===== src/rtl/wiper_pkg.sv =====
package wiper_pkg;

    // Recall sequencing states
    typedef enum logic [1:0] {
        RCL_BOOT  = 2'd0,
        RCL_LOAD  = 2'd1,
        RCL_READY = 2'd2
    } rcl_state_e;

    // Break-before-make tap decoder states
    typedef enum logic {
        DEC_HOLD  = 1'b0,
        DEC_BREAK = 1'b1
    } dec_state_e;

endpackage


===== src/rtl/wiper_recall_ctl.sv =====
module wiper_recall_ctl
    import wiper_pkg::*;
#(
    parameter int RECALL_DLY = 4
) (
    input  logic clk,
    input  logic rst_n,
    input  logic recall_req,
    output logic load_nv,
    output logic wr_allow
);
    localparam int CW = (RECALL_DLY > 1) ? $clog2(RECALL_DLY) : 1;
    localparam logic [CW-1:0] LAST = CW'(RECALL_DLY - 1);

    rcl_state_e      state, nxt_state;
    logic [CW-1:0]   cnt, nxt_cnt;

    // next-state logic
    always_comb begin
        nxt_state = state;
        nxt_cnt   = cnt;
        unique case (state)
            RCL_BOOT: begin
                if (cnt == LAST) begin
                    nxt_state = RCL_LOAD;
                    nxt_cnt   = '0;
                end else begin
                    nxt_cnt = cnt + 1'b1;
                end
            end
            RCL_LOAD: begin
                nxt_state = RCL_READY;
            end
            RCL_READY: begin
                if (recall_req) begin
                    nxt_state = RCL_LOAD;
                end
            end
            default: begin
                nxt_state = RCL_BOOT;
                nxt_cnt   = '0;
            end
        endcase
    end

    // state register
    always_ff @(posedge clk or negedge rst_n) begin
        if (!rst_n) begin
            state <= RCL_BOOT;
            cnt   <= '0;
        end else begin
            state <= nxt_state;
            cnt   <= nxt_cnt;
        end
    end

    // outputs
    always_comb begin
        load_nv  = 1'b0;
        wr_allow = 1'b0;
        unique case (state)
            RCL_BOOT:  ;
            RCL_LOAD:  load_nv  = 1'b1;
            RCL_READY: wr_allow = 1'b1;
            default:   ;
        endcase
    end

endmodule


===== src/rtl/tap_decoder.sv =====
module tap_decoder
    import wiper_pkg::*;
#(
    parameter int TAPS = 100,
    parameter int PW   = $clog2(TAPS)
) (
    input  logic            clk,
    input  logic            rst_n,
    input  logic [PW-1:0]   pos,
    output logic [TAPS-1:0] sel
);
    localparam logic [TAPS-1:0] LOW_END = TAPS'(1);

    dec_state_e      state, nxt_state;
    logic [PW-1:0]   cur, nxt_cur;
    logic [TAPS-1:0] hot;

    // one comparator per tap switch
    for (genvar i = 0; i < TAPS; i++) begin : g_tap
        assign hot[i] = (nxt_cur == PW'(i));
    end

    // next-state logic
    always_comb begin
        nxt_state = state;
        nxt_cur   = cur;
        unique case (state)
            DEC_HOLD: begin
                if (pos != cur) begin
                    nxt_state = DEC_BREAK;
                    nxt_cur   = pos;
                end
            end
            DEC_BREAK: begin
                nxt_state = DEC_HOLD;
            end
            default: begin
                nxt_state = DEC_HOLD;
            end
        endcase
    end

    // state register
    always_ff @(posedge clk or negedge rst_n) begin
        if (!rst_n) begin
            state <= DEC_HOLD;
            cur   <= '0;
        end else begin
            state <= nxt_state;
            cur   <= nxt_cur;
        end
    end

    // registered switch outputs: all off while breaking
    always_ff @(posedge clk or negedge rst_n) begin
        if (!rst_n) begin
            sel <= LOW_END;
        end else begin
            unique case (nxt_state)
                DEC_BREAK: sel <= '0;
                DEC_HOLD:  sel <= hot;
                default:   sel <= '0;
            endcase
        end
    end

endmodule


===== src/rtl/wiper_channel.sv =====
module wiper_channel #(
    parameter int TAPS = 100,
    parameter int DW   = 8,
    parameter int PW   = $clog2(TAPS)
) (
    input  logic            clk,
    input  logic            rst_n,
    input  logic            load_nv,
    input  logic            wr_allow,
    input  logic [DW-1:0]   nv,
    input  logic            wr_en,
    input  logic [DW-1:0]   wr_data,
    output logic [DW-1:0]   rd,
    output logic [TAPS-1:0] sel
);
    localparam logic [DW-1:0] TOP_IN  = DW'(TAPS - 1);
    localparam logic [PW-1:0] TOP_POS = PW'(TAPS - 1);

    logic [PW-1:0] wiper;

    function automatic logic [PW-1:0] fit(input logic [DW-1:0] v);
        fit = (v > TOP_IN) ? TOP_POS : v[PW-1:0];
    endfunction

    // volatile position register
    always_ff @(posedge clk or negedge rst_n) begin
        if (!rst_n) begin
            wiper <= '0;
        end else if (load_nv) begin
            wiper <= fit(nv);
        end else if (wr_allow && wr_en) begin
            wiper <= fit(wr_data);
        end
    end

    assign rd = DW'(wiper);

    tap_decoder #(
        .TAPS (TAPS),
        .PW   (PW)
    ) u_dec (
        .clk   (clk),
        .rst_n (rst_n),
        .pos   (wiper),
        .sel   (sel)
    );

endmodule


===== src/rtl/dual_wiper_bank.sv =====
module dual_wiper_bank #(
    parameter int TAPS_A     = 100,
    parameter int TAPS_B     = 256,
    parameter int DW         = 8,
    parameter int RECALL_DLY = 4
) (
    input  logic              clk,
    input  logic              rst_n,
    input  logic              recall_req,
    input  logic [DW-1:0]     nv_a,
    input  logic [DW-1:0]     nv_b,
    input  logic              wr_en_a,
    input  logic [DW-1:0]     wr_data_a,
    input  logic              wr_en_b,
    input  logic [DW-1:0]     wr_data_b,
    output logic [DW-1:0]     rd_a,
    output logic [DW-1:0]     rd_b,
    output logic [TAPS_A-1:0] sel_a,
    output logic [TAPS_B-1:0] sel_b
);
    logic load_nv;
    logic wr_allow;

    wiper_recall_ctl #(
        .RECALL_DLY (RECALL_DLY)
    ) u_ctl (
        .clk        (clk),
        .rst_n      (rst_n),
        .recall_req (recall_req),
        .load_nv    (load_nv),
        .wr_allow   (wr_allow)
    );

    wiper_channel #(
        .TAPS (TAPS_A),
        .DW   (DW)
    ) u_ch_a (
        .clk      (clk),
        .rst_n    (rst_n),
        .load_nv  (load_nv),
        .wr_allow (wr_allow),
        .nv       (nv_a),
        .wr_en    (wr_en_a),
        .wr_data  (wr_data_a),
        .rd       (rd_a),
        .sel      (sel_a)
    );

    wiper_channel #(
        .TAPS (TAPS_B),
        .DW   (DW)
    ) u_ch_b (
        .clk      (clk),
        .rst_n    (rst_n),
        .load_nv  (load_nv),
        .wr_allow (wr_allow),
        .nv       (nv_b),
        .wr_en    (wr_en_b),
        .wr_data  (wr_data_b),
        .rd       (rd_b),
        .sel      (sel_b)
    );

endmodule


===== config.mk =====
export PLATFORM = sky130hd
export DESIGN_NAME = dual_wiper_bank
export DESIGN_NICKNAME = d
export VERILOG_FILES = /design/src/rtl/wiper_pkg.sv /design/src/rtl/wiper_recall_ctl.sv /design/src/rtl/tap_decoder.sv /design/src/rtl/wiper_channel.sv /design/src/rtl/dual_wiper_bank.sv
export SDC_FILE = /design/constraint.sdc
export NUM_CORES = 1
export LEC_CHECK = 0
export CAP_MARGIN = 20
export CORE_AREA = 2 2 161 163
export CTS_CLUSTER_SIZE = 24
export DETAILED_ROUTE_END_ITERATION = 16
export DIE_AREA = 0 0 163 165
export DONT_BUFFER_PORTS = 1
export GPL_TIMING_DRIVEN = 0
export PLACE_DENSITY = 0.73
export SYNTH_ARGS = -nofsm -noshare
export SYNTH_HDL_FRONTEND = slang
export SYNTH_SLANG_ARGS = --single-unit

===== constraint.sdc =====
create_clock -name clk -period 1.84 [get_ports clk]
set_input_delay 0.184 -clock clk [delete_from_list [all_inputs] [get_ports clk]]
set_output_delay 0.184 -clock clk [all_outputs]
set_load 0.1 [all_outputs]

Yosys cells after proc, flatten, opt, wreduce, memory -nomap -nowiden
Index checks and enable logic that the tools add are counted.
{"block": "word_totals", "word_cells": 414, "register_bits": 392, "inputBits": 37, "output_inout_bits": 372}
{"block": "classes", "add_sub_neg": 1, "n_mux": 25, "reduce_logical": 9, "magnitude_cmp": 4, "n_eq_ne": 361, "bitwise_logic": 4}
{"operator": "$eq 8x8->1 const B", "n": 128}
{"operator": "$eq 8x7->1 const B", "n": 64}
{"operator": "$pmux 256 s2", "n": 1}
{"operator": "$eq 8x6->1 const B", "n": 32}
{"operator": "$eq 7x7->1 const B", "n": 36}
{"operator": "$eq 7x6->1 const B", "n": 32}
{"operator": "$pmux 100 s2", "n": 1}
{"operator": "$eq 8x5->1 const B", "n": 16}
{"operator": "$eq 7x5->1 const B", "n": 16}
{"operator": "$eq 8x4->1 const B", "n": 8}
{"operator": "$eq 7x4->1 const B", "n": 8}
{"operator": "$mux 8", "n": 6}
{"operator": "$mux 7", "n": 6}
{"operator": "$eq 8x3->1 const B", "n": 4}
{"operator": "$eq 7x3->1 const B", "n": 4}
{"operator": "$eq 8x2->1 const B", "n": 2}
{"operator": "$gt 8x7->1 const B", "n": 2}
{"operator": "$gt 8x8->1 const B", "n": 2}
{"operator": "$eq 7x2->1 const B", "n": 2}
{"operator": "$eq 8x1->1 const B", "n": 1}
{"operator": "$logic_not 8->1", "n": 1}
{"operator": "$ne 8x8->1", "n": 1}
{"operator": "$eq 7x1->1 const B", "n": 1}
{"operator": "$logic_not 7->1", "n": 1}
{"operator": "other kinds (17)", "n": 29}

Longest topological paths before layout
{"block": "depth", "depth_word": 5, "mapped_depth": 7, "mapped_depth_nobuf": 6}

Hierarchy
From an unflattened synthesis, not the netlist that was laid out.
{"block": "unflattened", "cells_unflattened": 1130, "area_unflattened_um2": 13858.3}
{"module": "tap_decoder at u_ch_b.u_dec", "instances": 1, "seq_area_each_um2": 6632.6, "area_per_inst_um2": 8931.1, "cells_each": 721}
{"module": "tap_decoder at u_ch_a.u_dec", "instances": 1, "seq_area_each_um2": 2703.8, "area_per_inst_um2": 3768.6, "cells_each": 299}
{"module": "wiper_channel at u_ch_b", "instances": 1, "seq_area_each_um2": 200.2, "area_per_inst_um2": 464.2, "cells_each": 46}
{"module": "wiper_channel at u_ch_a", "instances": 1, "seq_area_each_um2": 175.2, "area_per_inst_um2": 424.2, "cells_each": 39}
{"module": "wiper_recall_ctl", "instances": 1, "seq_area_each_um2": 100.1, "area_per_inst_um2": 270.3, "cells_each": 25}

Least setup slack after synthesis
No wires, ideal clock.
{"block": "synth_path", "kind": "register to register", "startpoint": "register u_ch_a.wiper[4]", "endpoint": "register u_ch_a.u_dec.sel[60]", "slack_ns": -0.603, "n_path_buf": 2, "stages_incl_launch_ff": 7, "required_ns": 1.733, "synth_period_minus_slack_ns": 2.443, "setup_time_ns": 0.107, "arrival_ns": 2.336, "cell_sequence": "dfrtp_1 clkbuf_1 xor2_1 nor4_4 nand4b_4 buf_4 a2111oi_4"}
{"block": "synth_between", "elab_chain_cells": 5, "elab_cells_between_ends": 8, "classes_between": "eq/ne (2); mux (5); bitwise (1)"}
{"item": "from (decl)", "line": "wiper_channel.sv:19", "text": "logic [PW-1:0] wiper;"}
{"item": "from (signal assigned)", "line": "wiper_channel.sv:30", "text": "wiper <= fit(nv);"}
{"item": "from (signal assigned)", "line": "wiper_channel.sv:32", "text": "wiper <= fit(wr_data);"}
{"item": "$ne 7x7->1", "line": "tap_decoder.sv:29", "text": "if (pos != cur) begin"}
{"item": "$mux 7 or $mux 1 (tied branches)", "line": "tap_decoder.sv:29"}
{"item": "$mux 7 or $pmux 1 s2 (tied branches)", "line": "tap_decoder.sv:27", "text": "unique case (state)"}
{"item": "$eq 7x6->1 or $not 1->1 (tied branches)", "line": "tap_decoder.sv:20, tap_decoder.sv:59"}
{"item": "$pmux 100 s2 (*)", "line": "tap_decoder.sv:59", "text": "unique case (nxt_state)"}
{"item": "to (signal assigned)", "line": "tap_decoder.sv:61", "text": "DEC_HOLD: sel <= hot;"}
{"item": "to (decl)", "line": "tap_decoder.sv:10", "text": "output logic [TAPS-1:0] sel"}
Mark *: on every way between the ends. The rest lies on a longest branch, timed or not.
A chain may end at the register's enable or synchronous reset.

Worst setup path in the final report
{"block": "layout_path", "startpoint": "register u_ch_b.wiper[5] (netlist: u_ch_b.rd[5])", "endpoint": "register u_ch_b.u_dec.sel[154]"}
{"block": "layout_between", "elab_chain_cells": 5, "elab_cells_between_ends": 8, "classes_between": "eq/ne (2); mux (5); bitwise (1)"}
{"item": "from (decl)", "line": "wiper_channel.sv:19"}
{"item": "from (signal assigned)", "line": "wiper_channel.sv:30"}
{"item": "from (signal assigned)", "line": "wiper_channel.sv:32"}
{"item": "$ne 8x8->1", "line": "tap_decoder.sv:29"}
{"item": "$mux 8 or $mux 1 (tied branches)", "line": "tap_decoder.sv:29"}
{"item": "$mux 8 or $pmux 1 s2 (tied branches)", "line": "tap_decoder.sv:27"}
{"item": "$eq 8x8->1 or $not 1->1 (tied branches)", "line": "tap_decoder.sv:20, tap_decoder.sv:59"}
{"item": "$pmux 256 s2 (*)", "line": "tap_decoder.sv:59"}
{"item": "to (signal assigned)", "line": "tap_decoder.sv:61"}
{"item": "to (decl)", "line": "tap_decoder.sv:10"}
Marks and branches as above.

==> summary.txt <==
Clock tree
  – Hold buffers post-CTS: 31
  – Clock-pin slew on the worst setup and hold paths: roughly 0.070 ns
  – TritonCTS buffer count: 39
  – Clock sink count: a little under 400
  – Clock Path Buffers: 3
  – Clock root buffer: clkbuf_16
  – Worst-Skew Late Latency: approximately 0.53 ns
  – H-tree depth: 2
  – CTS tree: built

Cells and area
  – Multi-input logic area: 6287 um^2
  – Final Instance Area: between 20000 and 25000 um^2
  – Layout cells sized above 1: ~43%
  – Register area: slightly below 10000 um^2
  – Final nets: 1316
  – Antenna cell count: 0
  – Fillers: roughly 1200
  – Syn-to-layout area delta: 46.83%

Power and ir drop
  – Pleak: 0.009675 uW
  – Clk pwr share: 23.2%
  – Switching power: ~17000 uW
  – Sequential share of power: a little under two fifths
  – Comb pwr share: 39.2%
  – Internal: about 19000 uW
  – Power, Total: around 36000 uW
  – Power Dens Cells: 1752 nW/um^2
  – Maximum vdd drop: about 1.4 mV
  – Net Sw Frac: 47.40%

Global routing
  – Initial antenna violation count: 0
  – GRT Residual Overflow: 0
  – Largest net degree at the start of global routing: a little under 400
  – Total GRT Usage: roughly a third
  – First-pass GRT wire length: roughly 68000 um
  – Vias in the first global route: about 10000

Critical path
  – CP max FO: 10
  – Required time of the critical path: approximately 2.3 ns
  – Kind of critical path: reg -> reg
  – CP endpoint kind: flop
  – RR Startpoint: u_ch_b.rd[5]
  – CP arrival: between 2 and 3 ns
  – Critical path destination: u_ch_b.u_dec.sel[154]
  – Crit path launch type: flop
  – Worst setup path start: u_ch_b.rd[5]
  – Reg2Reg Setup Slack: -0.44 ns
  – Depth of the worst register-to-register path: 7
  – Worst r2r dst: u_ch_b.u_dec.sel[154]

Run status
  – Failing checks: hold timing, setup timing
  – Status: finished with violations

Timing
  – Final period util: 123.9%
  – Max Fclk: 438.6 MHz
  – Hold Slack: -0.6535 ns
  – Slew HR: 20.94%
  – Final WS setup: -0.4402 ns
  – Skew final: 0.01908 ns
  – Worst slew pin tran: ~1.2 ns
  – Max Slew Vio Count: 0
  – RSZ-0062 raised after global routing: yes
  – Fin crit period: roughly 2.3 ns
  – Final setup viols: approximately 370
  – Final hold vios: about 390

Logic synthesis
  – Post-synth top area cell: dfrtp_1
  – Most frequent cell after synthesis: dfrtp_1
  – Syn avg cell area: approximately 12 um^2
  – Synth top area share: 70.66%
  – Sequential element share of the synthesized area: 71.05%
  – FFs w/ async S/R, synth: 100.0%
  – Number of synthesized register bits: 392
  – Netlist cell types: just under 50
  – EDFF count, synth: 0
  – Top cells by count, synth: dfrtp_1, nor3_1, nand2_1
  – Net count after synthesis: 1183
  – Synthesized cell area: approximately 14000 um^2
  – Post-synth top flop: dfrtp_1
  – Synth Instances: 1141
  – Yosys warnings: 0
  – Area contributors post-synth: dfrtp_1, nor3_1, nand2_1

Drt
  – Post-route ant nets: 0
  – Uppermost layer routed: met4
  – Drt total wl: 53570 um
  – DR WL/cell: around 33 um
  – Met3 WL: ~6000 um
  – DRC Markers: 0
  – DRT Pass-1 Iters: 6
  – Vias: between 10000 and 15000
  – Drt via density: 6.770
  – DR WL met2: around 25000 um
  – M1 wire length: 18260 um
  – Iter 0 DRT Violations: 1517

Die
  – Chip width: around 160 um
  – Core area: ~25000 um^2
  – Height of the die: roughly 170 um
  – Io pins: approximately 410
  – FP Rows: a little under 60
  – Starting density of the core: a little under three fifths
  – Die area: 26900 um^2

Run
  – Max-capacitance violation count: 0

Min path
  – Hold Path Class: in -> async

Placement
  – Area after DPL: roughly 14000 um^2
  – Post-DP HPWL: ~29000 um
  – Gp weighted congestion: 0.8980
  – IO buf count: 0
==> critical path, cell delays in order (launching register included) <==
cell and delay [ns]:
dfrtp_4 0.65, xor2_4 0.22, nor4_4 0.38, a21oi_4 0.11, buf_12 0.17, clkbuf_16 0.18, buf_6 0.17, nor3_1 0.28
==> worst min path at each step <==
stage,from,end,cells past startpoint
floorplan,rst_n,u_ch_a.u_dec.cur[0],0
global placement,rst_n,u_ch_b.u_dec.sel[207],0
detailed placement,rst_n,u_ch_b.u_dec.sel[216],0
CTS,rst_n,u_ch_b.u_dec.sel[12],0
global route,rst_n,u_ch_b.u_dec.sel[225],0
finish,rst_n,u_ch_b.u_dec.sel[1],0
==> metrics by stage <==
stage / hold WS [ns] / TNS, ns / util (%) / setup slack [ns] / std cells
finish: -0.6535 / -95.37 / 80.99 / -0.4402 / 1635
detailed placement: -0.1004 / -112.53 / 57.52 / -0.6374 / 1471
global placement: -0.1018 / -107.51 / 57.52 / -0.6107 / 1471
floorplan: -0.1116 / -10.91 / - / -0.2364 / 1141
CTS: -0.6589 / -72.53 / 71.64 / -0.3125 / 1604
global route: -0.6554 / -114.10 / 80.99 / -0.4680 / 1635
==> layout make-up <==
class | count | area share (%)
timing repair buffer | 95 | 6.861
sequential | 392 | 48.66
multi-input combinational | 643 | 31.01
clock buffer | 55 | 5.461
inverter | 8 | 0.1666
buffer | 95 | 4.881
tap | 330 | 2.036
clock inverter | 17 | 0.9317
==> power by group through the flow <==
stage / Combinational [uW] / Sequential (uW) / Clock (uW)
final: 13900 / 13300 / 8260
after global routing: 14400 / 13400 / 8600
after CTS: 9640 / 13200 / 8060
after detailed placement: 6840 / 13200 / 0
after global placement: 6680 / 13200 / 0
after floorplan: 4870 / 13000 / 0
==> layout by cell type (no fill, tap or decap), types with 6 or more instances in the layout <==
cell / instances
a21oi_1: 24
a21oi_2: 10
buf_12: 30
buf_16: 6
buf_4: 18
buf_6: 15
buf_8: 11
clkbuf_1: 25
clkbuf_16: 61
clkbuf_2: 28
clkbuf_8: 9
clkinv_2: 8
dfrtp_1: 374
dfrtp_4: 14
dlygate4sd3_1: 31
inv_1: 7
mux2_2: 12
mux2i_1: 8
nand2_1: 89
nand2_2: 10
nand2b_1: 15
nand3_1: 18
nor2_1: 23
nor2b_1: 10
nor3_1: 56
nor3_2: 97
nor3_4: 136
nor4_1: 8
nor4_2: 10
nor4_4: 25
o21ai_0: 15
or2_2: 6
xor2_2: 6
==> flip-flops by register name (all words and copies together) (netlist names) <==
name and count:
u_ch_a.u_dec.cur 7, u_ch_b.rd 8, u_ch_b.u_dec.cur 8, u_ch_a.u_dec.state 1
u_ch_b.u_dec.state 1, u_ch_a.u_dec.sel 100, u_ctl.state 2, u_ctl.cnt 2
u_ch_b.u_dec.sel 256, u_ch_a.wiper 7
==> kinds of logic (layout without fill, tap and decap cells) <==
family | Yosys count | in the layout | synth area share, %
simple gates | 526 | 526 | 19.11
flops | 392 | 392 | 71.05
buf+inv | 107 | 270 | 3.289
compound gates | 73 | 74 | 3.416
mux | 22 | 22 | 1.712
xor+xnor | 15 | 15 | 0.9513
fa+ha+maj | 5 | 5 | 0.4530
other cells | 1 | 1 | 0.02715
==> per-layer routing <==
metal,vias to the layer above,track usage [%]
met3,278,10.10
met5,-,0
met4,0,18.74
met2,912,55.49
li1,4226,-
met1,5653,43.15
==> timing repair <==
item | CTS | global route
gates cloned | 14 | 21
pin swaps | 56 | 130
buffers inserted | 18 | 19
gates resized for setup | 305 | 392
setup endpoints to repair | 370 | 381
hold endpoints to repair | 409 | 392
Note: power is estimated with default switching activity, not from simulation.
